**config.mk**
```make
export PLATFORM = sky130hd
export DESIGN_NAME = pdm_seq
export DESIGN_NICKNAME = d
export VERILOG_FILES = /design/src/rtl/pdm_pkg.sv /design/src/rtl/pdm_stop_regs.sv /design/src/rtl/pdm_mode_fsm.sv /design/src/rtl/pdm_clk_gate.sv /design/src/rtl/pdm_seq.sv
export SDC_FILE = /design/constraint.sdc
export NUM_CORES = 1
export LEC_CHECK = 0
export BUFFER_PORTS_ARGS = -buffer_cell sky130_fd_sc_hd__buf_2
export CORE_MARGIN = 1.5
export CORE_UTILIZATION = 49
export DETAILED_ROUTE_END_ITERATION = 7
export PLACE_DENSITY = 0.87
export SLEW_MARGIN = 20
export SYNTH_ARGS = -nofsm -noshare
export SYNTH_HDL_FRONTEND = slang
export SYNTH_SLANG_ARGS = --single-unit
```
**constraint.sdc**
```tcl
create_clock -name clk -period 2 [get_ports clk]
set_input_delay 0.5 -clock clk [delete_from_list [all_inputs] [get_ports clk]]
set_output_delay 0.5 -clock clk [all_outputs]
set_load 0.03 [all_outputs]
```
**src/rtl/pdm_pkg.sv**
```systemverilog
// Shared types for the power-down mode sequencer.
// Assumes: state codes 0..3 equal the externally visible mode codes.
package pdm_pkg;
    typedef enum logic [2:0] {
        ST_RUN    = 3'd0,
        ST_SLEEP  = 3'd1,
        ST_DEEP   = 3'd2,
        ST_BACKUP = 3'd3,
        ST_WAKE_A = 3'd4,
        ST_WAKE_B = 3'd5
    } pdm_state_e;

    localparam logic [2:0] MODE_WAKING = 3'd4;

    // Maps the internal state to the 3-bit status field.
    function automatic logic [2:0] mode_code(pdm_state_e s);
        return (s == ST_WAKE_A || s == ST_WAKE_B) ? MODE_WAKING : 3'(s);
    endfunction
endpackage

```
**src/rtl/pdm_stop_regs.sv**
```systemverilog
// Two module stop registers on a simple write/read bus.
// Assumes: writes are dropped while lock is high (backup); power-on reset clears both.
module pdm_stop_regs #(
    parameter int REG_W = 32
) (
    input  logic             clk,
    input  logic             por_n,
    input  logic             lock,
    input  logic             wr_en,
    input  logic             addr,
    input  logic [REG_W-1:0] wr_data,
    output logic [REG_W-1:0] stop_a,
    output logic [REG_W-1:0] stop_b,
    output logic [REG_W-1:0] rd_data
);
    // Register update: reset clear, otherwise accept unlocked writes.
    always_ff @(posedge clk) begin
        if (!por_n) begin
            stop_a <= '0;
            stop_b <= '0;
        end else if (wr_en && !lock) begin
            if (addr) stop_b <= wr_data;
            else      stop_a <= wr_data;
        end
    end

    // Read mux.
    always_comb rd_data = addr ? stop_b : stop_a;

    // Backup lock keeps both registers unchanged.
    assert_backup_locks_regs_R11: assert property (@(posedge clk) disable iff (!por_n)
        lock |=> ($stable(stop_a) && $stable(stop_b)));
endmodule

```
**src/rtl/pdm_mode_fsm.sv**
```systemverilog
// Mode state machine: entry checks, wake sequencing, resets and backup.
// Assumes: synchronous resets; por_n outranks mrst_n, which outranks backup_req.
module pdm_mode_fsm
    import pdm_pkg::*;
#(
    parameter int               REG_W         = 32,
    parameter logic [REG_W-1:0] DEEP_REQ_MASK = 32'h0000_03FF
) (
    input  logic             clk,
    input  logic             por_n,
    input  logic             mrst_n,
    input  logic             sleep_req,
    input  logic             deep_sel,
    input  logic             irq,
    input  logic             backup_req,
    input  logic             sleep_self_ref,
    input  logic [REG_W-1:0] stop_a,
    output pdm_state_e       state,
    output logic             from_deep,
    output logic             self_lat,
    output logic             deep_err
);
    pdm_state_e nxt;
    logic       err_set;
    logic       deep_ok;

    // Deep sleep is allowed only with every required peripheral stopped.
    always_comb deep_ok = ((stop_a & DEEP_REQ_MASK) == DEEP_REQ_MASK);

    // Next-state selection with reset and backup priority.
    always_comb begin
        nxt     = state;
        err_set = 1'b0;
        if (state != ST_BACKUP) begin
            if (!mrst_n) begin
                nxt = ST_RUN;
            end else if (backup_req) begin
                nxt = ST_BACKUP;
            end else begin
                case (state)
                    ST_RUN: begin
                        if (sleep_req && !irq) begin
                            if (deep_sel && deep_ok) begin
                                nxt = ST_DEEP;
                            end else begin
                                nxt     = ST_SLEEP;
                                err_set = deep_sel;
                            end
                        end
                    end
                    ST_SLEEP, ST_DEEP: if (irq) nxt = ST_WAKE_A;
                    ST_WAKE_A:         nxt = ST_WAKE_B;
                    ST_WAKE_B:         nxt = ST_RUN;
                    default:           nxt = ST_RUN;
                endcase
            end
        end
    end

    // State, sticky error and entry-time latches.
    always_ff @(posedge clk) begin
        if (!por_n) begin
            state     <= ST_RUN;
            deep_err  <= 1'b0;
            from_deep <= 1'b0;
            self_lat  <= 1'b0;
        end else begin
            state <= nxt;
            if (err_set) deep_err <= 1'b1;
            if (state == ST_RUN && nxt == ST_SLEEP) self_lat <= sleep_self_ref;
            if (nxt == ST_WAKE_A) from_deep <= (state == ST_DEEP);
        end
    end

    // Only power-on reset leaves backup.
    assert_backup_exit_por_only_R11: assert property (@(posedge clk) disable iff (!por_n)
        (state == ST_BACKUP) |=> (state == ST_BACKUP));

    // Interrupt together with the sleep strobe keeps run.
    assert_irq_cancels_entry_R7: assert property (@(posedge clk) disable iff (!por_n)
        (state == ST_RUN && sleep_req && irq && mrst_n && !backup_req) |=> (state == ST_RUN));

    // Refused deep sleep lands in light sleep with the error flag.
    assert_deep_refused_R6: assert property (@(posedge clk) disable iff (!por_n)
        (state == ST_RUN && sleep_req && deep_sel && !irq && mrst_n && !backup_req
         && ((stop_a & DEEP_REQ_MASK) != DEEP_REQ_MASK))
        |=> (state == ST_SLEEP && deep_err));

    // Error flag is sticky until power-on reset.
    assert_err_sticky_R6: assert property (@(posedge clk) disable iff (!por_n)
        deep_err |=> deep_err);

    // Manual reset returns to run unless in backup.
    assert_mrst_to_run_R9: assert property (@(posedge clk) disable iff (!por_n)
        (!mrst_n && state != ST_BACKUP) |=> (state == ST_RUN));
endmodule

```
**src/rtl/pdm_clk_gate.sv**
```systemverilog
// Per-domain clock-enable and memory-refresh decode from the mode state.
// Assumes: stop bit 1 means stopped; domain stop bits are [NGRP-1:0] DMA groups, [NGRP] graphics.
module pdm_clk_gate
    import pdm_pkg::*;
#(
    parameter int REG_W  = 32,
    parameter int DMA_CH = 12,
    parameter int GRP_SZ = 6,
    localparam int NGRP  = DMA_CH / GRP_SZ
) (
    input  logic              clk,
    input  logic              por_n,
    input  pdm_state_e        state,
    input  logic              from_deep,
    input  logic              self_lat,
    input  logic [REG_W-1:0]  stop_a,
    input  logic [NGRP:0]     stop_dom,
    input  logic              bkp_rst_n,
    output logic              cpu_en,
    output logic [NGRP-1:0]   dma_grp_en,
    output logic [DMA_CH-1:0] dma_ch_en,
    output logic              gfx_en,
    output logic [REG_W-1:0]  periph_en,
    output logic              ref_self,
    output logic              cke_hold
);
    logic [NGRP-1:0] norm_dma;
    logic            norm_gfx;

    // Enables implied by the stop registers alone.
    always_comb begin
        norm_dma = ~stop_dom[NGRP-1:0];
        norm_gfx = ~stop_dom[NGRP];
    end

    // Per-state gating decode.
    always_comb begin
        cpu_en     = 1'b0;
        dma_grp_en = norm_dma;
        gfx_en     = norm_gfx;
        periph_en  = ~stop_a;
        ref_self   = 1'b0;
        cke_hold   = 1'b0;
        case (state)
            ST_RUN:   cpu_en = 1'b1;
            ST_SLEEP: ref_self = self_lat;
            ST_DEEP: begin
                dma_grp_en = '0;
                gfx_en     = 1'b0;
                ref_self   = 1'b1;
            end
            ST_BACKUP: begin
                dma_grp_en = '0;
                gfx_en     = 1'b0;
                periph_en  = '0;
                ref_self   = 1'b1;
                cke_hold   = !bkp_rst_n;
            end
            ST_WAKE_A: begin
                if (from_deep) begin
                    dma_grp_en = '0;
                    gfx_en     = 1'b0;
                end
            end
            ST_WAKE_B: cpu_en = 1'b0;
            default:   cpu_en = 1'b1;
        endcase
    end

    // Fan each group enable out to its channels.
    for (genvar g = 0; g < NGRP; g++) begin : g_grp
        for (genvar c = 0; c < GRP_SZ; c++) begin : g_ch
            assign dma_ch_en[g*GRP_SZ + c] = dma_grp_en[g];
        end

        // Channels of a group never differ.
        assert_group_uniform_R3: assert property (@(posedge clk) disable iff (!por_n)
            ($countones(dma_ch_en[g*GRP_SZ +: GRP_SZ]) == 0) ||
            ($countones(dma_ch_en[g*GRP_SZ +: GRP_SZ]) == GRP_SZ));
    end
endmodule

```
**src/rtl/pdm_seq.sv**
```systemverilog
// Top of the power-down mode sequencer: stop registers, mode FSM, gating decode.
// Assumes: all inputs synchronous to clk; por_n is the only way out of backup.
module pdm_seq
    import pdm_pkg::*;
#(
    parameter int               REG_W         = 32,
    parameter int               DMA_CH        = 12,
    parameter int               GRP_SZ        = 6,
    parameter logic [REG_W-1:0] DEEP_REQ_MASK = 32'h0000_03FF,
    localparam int              NGRP          = DMA_CH / GRP_SZ
) (
    input  logic              clk,
    input  logic              por_n,
    input  logic              mrst_n,
    input  logic              sleep_req,
    input  logic              deep_sel,
    input  logic              sleep_self_ref,
    input  logic              irq,
    input  logic              backup_req,
    input  logic              bkp_rst_n,
    input  logic              reg_wr,
    input  logic              reg_addr,
    input  logic [REG_W-1:0]  reg_wdata,
    output logic [REG_W-1:0]  reg_rdata,
    output logic              cpu_clk_en,
    output logic [NGRP-1:0]   dma_grp_en,
    output logic [DMA_CH-1:0] dma_ch_en,
    output logic              gfx_clk_en,
    output logic [REG_W-1:0]  periph_clk_en,
    output logic              mem_self_ref,
    output logic              mem_cke_hold,
    output logic [2:0]        mode_stat,
    output logic              deep_err
);
    pdm_state_e       state;
    logic             from_deep;
    logic             self_lat;
    logic [REG_W-1:0] stop_a;
    logic [REG_W-1:0] stop_b;

    pdm_stop_regs #(.REG_W(REG_W)) u_regs (
        .clk     (clk),
        .por_n   (por_n),
        .lock    (state == ST_BACKUP),
        .wr_en   (reg_wr),
        .addr    (reg_addr),
        .wr_data (reg_wdata),
        .stop_a  (stop_a),
        .stop_b  (stop_b),
        .rd_data (reg_rdata)
    );

    pdm_mode_fsm #(.REG_W(REG_W), .DEEP_REQ_MASK(DEEP_REQ_MASK)) u_fsm (
        .clk            (clk),
        .por_n          (por_n),
        .mrst_n         (mrst_n),
        .sleep_req      (sleep_req),
        .deep_sel       (deep_sel),
        .irq            (irq),
        .backup_req     (backup_req),
        .sleep_self_ref (sleep_self_ref),
        .stop_a         (stop_a),
        .state          (state),
        .from_deep      (from_deep),
        .self_lat       (self_lat),
        .deep_err       (deep_err)
    );

    pdm_clk_gate #(.REG_W(REG_W), .DMA_CH(DMA_CH), .GRP_SZ(GRP_SZ)) u_gate (
        .clk        (clk),
        .por_n      (por_n),
        .state      (state),
        .from_deep  (from_deep),
        .self_lat   (self_lat),
        .stop_a     (stop_a),
        .stop_dom   (stop_b[NGRP:0]),
        .bkp_rst_n  (bkp_rst_n),
        .cpu_en     (cpu_clk_en),
        .dma_grp_en (dma_grp_en),
        .dma_ch_en  (dma_ch_en),
        .gfx_en     (gfx_clk_en),
        .periph_en  (periph_clk_en),
        .ref_self   (mem_self_ref),
        .cke_hold   (mem_cke_hold)
    );

    // Status field from the state.
    always_comb mode_stat = mode_code(state);

    // CPU clock returns only after refresh is back to auto and DMA is settled.
    assert_cpu_last_R8: assert property (@(posedge clk) disable iff (!por_n)
        ($rose(cpu_clk_en) && $past(mrst_n)) |-> ($past(!mem_self_ref) && ($past(dma_grp_en) == dma_grp_en)));

    // Deep sleep stops CPU, DMA and graphics and uses self-refresh.
    assert_deep_gating_R5: assert property (@(posedge clk) disable iff (!por_n)
        (mode_stat == 3'd2) |-> (!cpu_clk_en && dma_grp_en == '0 && !gfx_clk_en && mem_self_ref));

    // Backup holds memory clock enable while the backup reset is low.
    assert_backup_cke_R10: assert property (@(posedge clk) disable iff (!por_n)
        (mode_stat == 3'd3 && !bkp_rst_n) |-> (mem_cke_hold && !cpu_clk_en && periph_clk_en == '0));
endmodule

```
==> impl_metrics.toml, run 1 <==
[run_status]
status = "finished clean"

[synth]
async_reset_ff_share_pct = 0
synth_nets = 466
ys_ff_latch = 70
synth_cell_types = 29
netlist_area_um2 = 3430
avgSynthCellArea_um2 = 8.10
synthFlopType = "dfxtp_1"
synth_edf_count = 0
yosysSeqAreaShare_pct = 40.9
yosysWarnings = 0
synthesis.instances = 423

[worst_setup_path]
cp-startpoint = "u_fsm.state[1]$_SDFF_PN0_"
rr_startpoint = "u_fsm.state[1]$_SDFF_PN0_"
r2r_cells = 6
path_max_fanout = 7
startpoint_type = "register"
required_ps = 1500
path_class = "reg2out"
cp_data_arrival_time_ps = 1490
r2r_end = "u_regs.stop_b[11]$_SDFFE_PN0P_"
endpoint = "dma_ch_en[7]"
worst-r2r-setup-slack_ps = 350
crit_path_end_kind = "primary output"

[floorplan]
start_util_pct = 50.5
io_pins = 129
die_area_um2 = 7510
core_um2 = 6790
die_y_um = 86.6
die_w_um = 86.6
rows = 30

[clocking]
ctsHoldBuffers = 0
clk_pin_slew_ps = 80
cts_tree = "built"
cts-buffers-inserted = 9
worstSkewPairLatency_ps = 330
cts_root_buf = "clkbuf_8"
clock-sinks = 70
htree_levels = 3
clockBufferDepth = 2

[timing]
period_share_pct = 99.5
worst_pin_slew_ps = 579
relSlewSlack_pct = 61.1
rsz0062_at_grt = "true"
max_freq_mhz = 503
finalCriticalPeriod_ps = 1990
worst_slack_ps = 10.2
finalHoldViolCount = 0
fin_skew_ps = 13.7
setup_violations = 0
slew_violations = 0

[power_and_ir_drop]
p_leak_nw = 1.97
power.share.switching_pct = 28.7
powerDensity_nw_per_um2 = 772
p_int_mw = 2.46
pwr-share-clk_pct = 35.8
switchingPower_mw = 0.991
vdd_ir_drop_max_mv = 0.509
comb_power_share_pct = 20.6
p_seq_share_pct = 43.6

[final_layout]
area_growth_syn_to_layout_pct = 30.4
drive_above_1_share_pct = 37.6
num_antenna_cells = 0
fin_nets = 580
stdcell_area_um2 = 4470

[global_route]
grt_pass1_vias = 2924
grt-ovfl-total = 0
grt_max_degree = 38
antenna_found_initial = 0
grt_pass1_wl_um = 13500
track_usage_pct = 22.9

[routing]
viasPerCell = 5.18
routed_wl_um = 8960
routed-via-count = 3308
post-route-drc-count = 0
drt-wirelength-per-cell_um = 14.0
ant_nets = 0
drt_iter0_drc = 115
drtPass1Iterations = 4

[hold_path]
holdCritPathClass = "in2reg"

[job]
maxCapViolations = 0

[place]
io_buffer_count = 128
dp_slack_ps = 131
hpwl_um = 6080
placed_cell_area_um2 = 4080
globalplace.congestion = 0.792
metrics by stage:
stage | TNS (ps) | hold WS (ps) | utilization (%) | std cells | power (mW)
floorplan | -541 | 432 | - | 423 | 2.01
global placement | 0 | 438 | 60.1 | 615 | 2.18
detailed placement | 0 | 445 | 60.1 | 615 | 2.20
CTS | -59.7 | 393 | 64.3 | 632 | 3.45
global route | -1310 | 392 | 65.8 | 638 | 3.59
finish | 0 | 410 | 65.8 | 638 | 3.45
placed cells by master (no fill, tap or decap), drive strengths merged, types with 2 or more instances in the layout:
cell,instances
a21boi,65
a21o,2
a21oi,7
and3,3
buf,144
bufinv,2
clkbuf,15
clkinv,2
dfxtp,70
mux2,32
mux2i,2
nand2,133
nand3,2
nand3b,2
nand4,3
nor2,39
nor2b,4
nor3,2
nor3b,2
o21ai,3
worst min-delay path by stage:
stage	start	endpoint	cells after the start
final	sleep_self_ref	u_fsm.self_lat$_SDFFE_PN0P_	3
after global routing	reg_wdata[0]	u_regs.stop_a[0]$_SDFFE_PN0P_	3
after CTS	reg_wdata[22]	u_regs.stop_a[22]$_SDFFE_PN0P_	3
after detailed placement	u_regs.stop_b[31]$_SDFFE_PN0P_	u_regs.stop_b[31]$_SDFFE_PN0P_	2
after global placement	u_regs.stop_b[14]$_SDFFE_PN0P_	u_regs.stop_b[14]$_SDFFE_PN0P_	2
after floorplan	u_regs.stop_b[12]$_SDFFE_PN0P_	u_regs.stop_b[12]$_SDFFE_PN0P_	2
critical path, cell delays in order (launching register included):
cell and delay [ps]:
dfxtp_4 380, inv_4 60, nor2_2 40, a31o_4 240, nor2_4 250, buf_6 180
cell type report:
class                           instances  area, µm²
Fill cell                             576       2320
Multi-Input combinational cell        307       1780
Sequential cell                        70       1410
Timing Repair Buffer                  148        932
Clock buffer                           12        145
Tap cell                               96        120
Clock inverter                          4       70.1
Inverter                                1       6.26
routing by layer:
| metal | routed length (µm) | track usage, % | vias up | share of wire, % |
|---|---|---|---|---|
| met5 | 0 | 0 | - | 0 |
| met4 | 109 | 9.53 | 0 | 1.2 |
| met3 | 477 | 3.81 | 12 | 5.3 |
| met2 | 4560 | 41.5 | 122 | 51 |
| met1 | 3810 | 26.7 | 1571 | 43 |
| li1 | - | - | 1603 | - |
synth_stat cells (4+ instances only):
library cell,n,area (µm²)
a21oi_1,7,35.0
mux2_2,32,360
nor2b_1,4,25.0
buf_4,15,113
nand2_1,133,499
a21boi_0,28,210
buf_2,13,65.1
a21boi_1,37,278
clkbuf_1,13,48.8
nor2_1,39,146
dfxtp_1,70,1400
buf_6,4,45.0
registers in the layout, summed over array words and instances (netlist names):
signal           flops
u_fsm.deep_err       1
u_fsm.self_lat       1
u_fsm.from_deep      1
u_regs.stop_a       32
u_regs.stop_b       32
u_fsm.state          3
power groups by stage:
stage | sequential (mW) | combinational [mW] | clock (mW)
6_report | 1.51 | 0.710 | 1.24
5_1_grt | 1.51 | 0.756 | 1.33
4_1_cts | 1.50 | 0.689 | 1.26
3_5_place_dp | 1.54 | 0.665 | 0
3_3_place_gp | 1.53 | 0.650 | 0
2_1_floorplan | 1.52 | 0.495 | 0
repair_timing:
action / in CTS / in global routing
pin swaps: 0 / 2
buffers inserted: 1 / 6
resized for setup: 25 / 18
setup endpoints to repair: 48 / 48
cell families after synthesis:
group,count (synthesis),synth area share (%)
multiplexers,34,11.1
AND/OR/NAND/NOR,192,22.9
AO/OA/AOI/OAI,81,17.1
flip-flops,70,40.9
buffers and inverters,46,8.03
No activity file was read; power rests on OpenSTA's default activity.
==> run 2, diff against run 1 <==
--- a/config.mk
+++ b/config.mk
@@ -6,9 +6,12 @@
 export NUM_CORES = 1
 export LEC_CHECK = 0
 export BUFFER_PORTS_ARGS = -buffer_cell sky130_fd_sc_hd__buf_2
-export CORE_MARGIN = 1.5
-export CORE_UTILIZATION = 49
+export CELL_PAD_IN_SITES_DETAIL_PLACEMENT = 0
+export CELL_PAD_IN_SITES_GLOBAL_PLACEMENT = 1
+export CORE_MARGIN = 2
+export CORE_UTILIZATION = 35
 export DETAILED_ROUTE_END_ITERATION = 7
+export HOLD_SLACK_MARGIN = 0.1
 export PLACE_DENSITY = 0.87
 export SLEW_MARGIN = 20
 export SYNTH_ARGS = -nofsm -noshare
==> run 2 against run 1 <==
Clock power decreased by 9%. Clock-buffer cell count decreased by 1. Sequential cell count unchanged. Cell count increased by 6.3%. Hold slack got worse by 12 ps. Total power decreased by 2.6%. Combinational power increased by 2%. Wire length increased by 3.2%. Fmax increased by 0.87%. Highest routed layer unchanged.
==> impl_metrics.toml, run 2 (synthesis gave the netlist of run 1 again) <==
[timing]
finalCriticalPeriod_ps = 1970
holdWs_ps = 398
worst_pin_slew_ps = 612
relSlewSlack_pct = 58.9
finalHoldViolCount = 0
fin_skew_ps = 7.15
rsz0062_at_grt = "true"
setup_violations = 0
max_freq_mhz = 507
fin_tns_setup_ps = 0
period_share_pct = 98.6
slew_violations = 0

[worst_setup_path]
endpoint = "periph_clk_en[27]"
r2r_cells = 6
cp_data_arrival_time_ps = 1470
r2r_end = "u_regs.stop_a[30]$_SDFFE_PN0P_"
startpoint_type = "register"
crit_path_end_kind = "primary output"
cp-startpoint = "u_fsm.state[2]$_SDFF_PN0_"
required_ps = 1500
rr_startpoint = "u_fsm.state[2]$_SDFF_PN0_"
worst-r2r-setup-slack_ps = 320
path_class = "reg2out"
path_max_fanout = 18

[power_and_ir_drop]
powerDensity_nw_per_um2 = 737
vdd_ir_drop_max_mv = 0.376
p_leak_nw = 1.97

[clocking]
htree_levels = 3
ctsHoldBuffers = 0
clockBufferDepth = 2
cts_root_buf = "clkbuf_8"
clk_pin_slew_ps = 70
worstSkewPairLatency_ps = 340
clock-sinks = 70
cts-buffers-inserted = 9
cts_tree = "built"

[final_layout]
drive_above_1_share_pct = 39.4
final_common_cell = "nand2_1"
fin_nets = 584
final_cell_mix = "133 x nand2_1, 95 x buf_2, 67 x dfxtp_1"
reg_top3 = "u_regs.stop_a (32), u_regs.stop_b (32), u_fsm.state (3)"
num_antenna_cells = 0
area_growth_syn_to_layout_pct = 32.9

[global_route]
antenna_found_initial = 0
track_usage_pct = 17.8
grt_pass1_wl_um = 14700
grt_pass1_vias = 2959
grt-ovfl-total = 0
grt_max_degree = 41

[routing]
routed-via-count = 3212
viasPerCell = 4.74
drt-wirelength-per-cell_um = 13.6
drtPass1Iterations = 4
post-route-drc-count = 0
routed_wl_um = 9240
ant_nets = 0
drt_iter0_drc = 86

[run_status]
status = "finished clean"

[floorplan]
die_w_um = 103
start_util_pct = 35.6
io_pins = 129
rows = 36
die_y_um = 103
core_um2 = 9640
die_area_um2 = 10600

[place]
hpwl_um = 6300
globalplace.congestion = 0.774
io_buffer_count = 128

[job]
maxCapViolations = 0

[hold_path]
holdCritPathClass = "in2reg"
[run 2: changes by cell type in the layout (fill, tap and decap cells not counted), moves of 4 or more]
cell	change
buf_2	-13
buf_4	+19
nor2_1	-4
nor2_2	+4
[run 2: repair_timing]
action	CTS	global route
setup buffers	6	2
resized for setup	34	43
gates cloned	0	0
setup endpoints to repair	48	38
pin swaps	1	2
endpoints found under the hold margin	0	0
[run 2: layer usage]
layer  global-route usage [%]  part of all wire (%)
met1                     23.1                    45
met2                     28.8                    48
met3                     4.14                   5.6
met4                     6.38                   1.2
met5                        0                     0
[run 2: worst min-delay path by stage]
stage | from | to | cells past startpoint
6_report | reg_wdata[7] | u_regs.stop_a[7]$_SDFFE_PN0P_ | 3
5_1_grt | reg_wdata[22] | u_regs.stop_a[22]$_SDFFE_PN0P_ | 3
4_1_cts | reg_wdata[10] | u_regs.stop_a[10]$_SDFFE_PN0P_ | 3
3_5_place_dp | u_regs.stop_b[30]$_SDFFE_PN0P_ | u_regs.stop_b[30]$_SDFFE_PN0P_ | 2
3_3_place_gp | u_regs.stop_b[29]$_SDFFE_PN0P_ | u_regs.stop_b[29]$_SDFFE_PN0P_ | 2
2_1_floorplan | u_regs.stop_b[12]$_SDFFE_PN0P_ | u_regs.stop_b[12]$_SDFFE_PN0P_ | 2
[run 2: final cells by class]
| cell class | instances | area (µm²) |
|---|---|---|
| timing repair buffer | 152 | 983 |
| clock buffer | 11 | 141 |
| clock inverter | 4 | 47.5 |
| inverter | 1 | 6.26 |
| sequential | 70 | 1410 |
| fill | 976 | 5080 |
| tap | 133 | 166 |
| multi-input combinational | 307 | 1800 |
[run 2: report_power, final]
part           switching, mW  total (mW)  leakage [nW]  internal (mW)
Sequential            0.0473        1.50         0.574           1.45
Clock                  0.533        1.13        0.0952          0.600
Combinational          0.443       0.725          1.30          0.282
[run 2: critical path: stages (launching register included)]
cell and delay, ps:
dfxtp_4 390, and3b_2 250, buf_12 160, nor2_1 120, clkbuf_4 210
[run 2: per-stage QoR]
| stage | std cells | setup slack [ps] | cell area (µm²) | util [%] | power [mW] |
|---|---|---|---|---|---|
| 3_5_place_dp | 655 | 140 | 4140 | 42.9 | 2.21 |
| 2_1_floorplan | 423 | -45.1 | 3430 | - | 2.01 |
| 5_1_grt | 678 | -49.3 | 4560 | 47.3 | 3.52 |
| 4_1_cts | 676 | 1.75 | 4470 | 46.4 | 3.37 |
| 6_report | 678 | 27.4 | 4560 | 47.3 | 3.36 |
| 3_3_place_gp | 655 | 163 | 4140 | 42.9 | 2.20 |
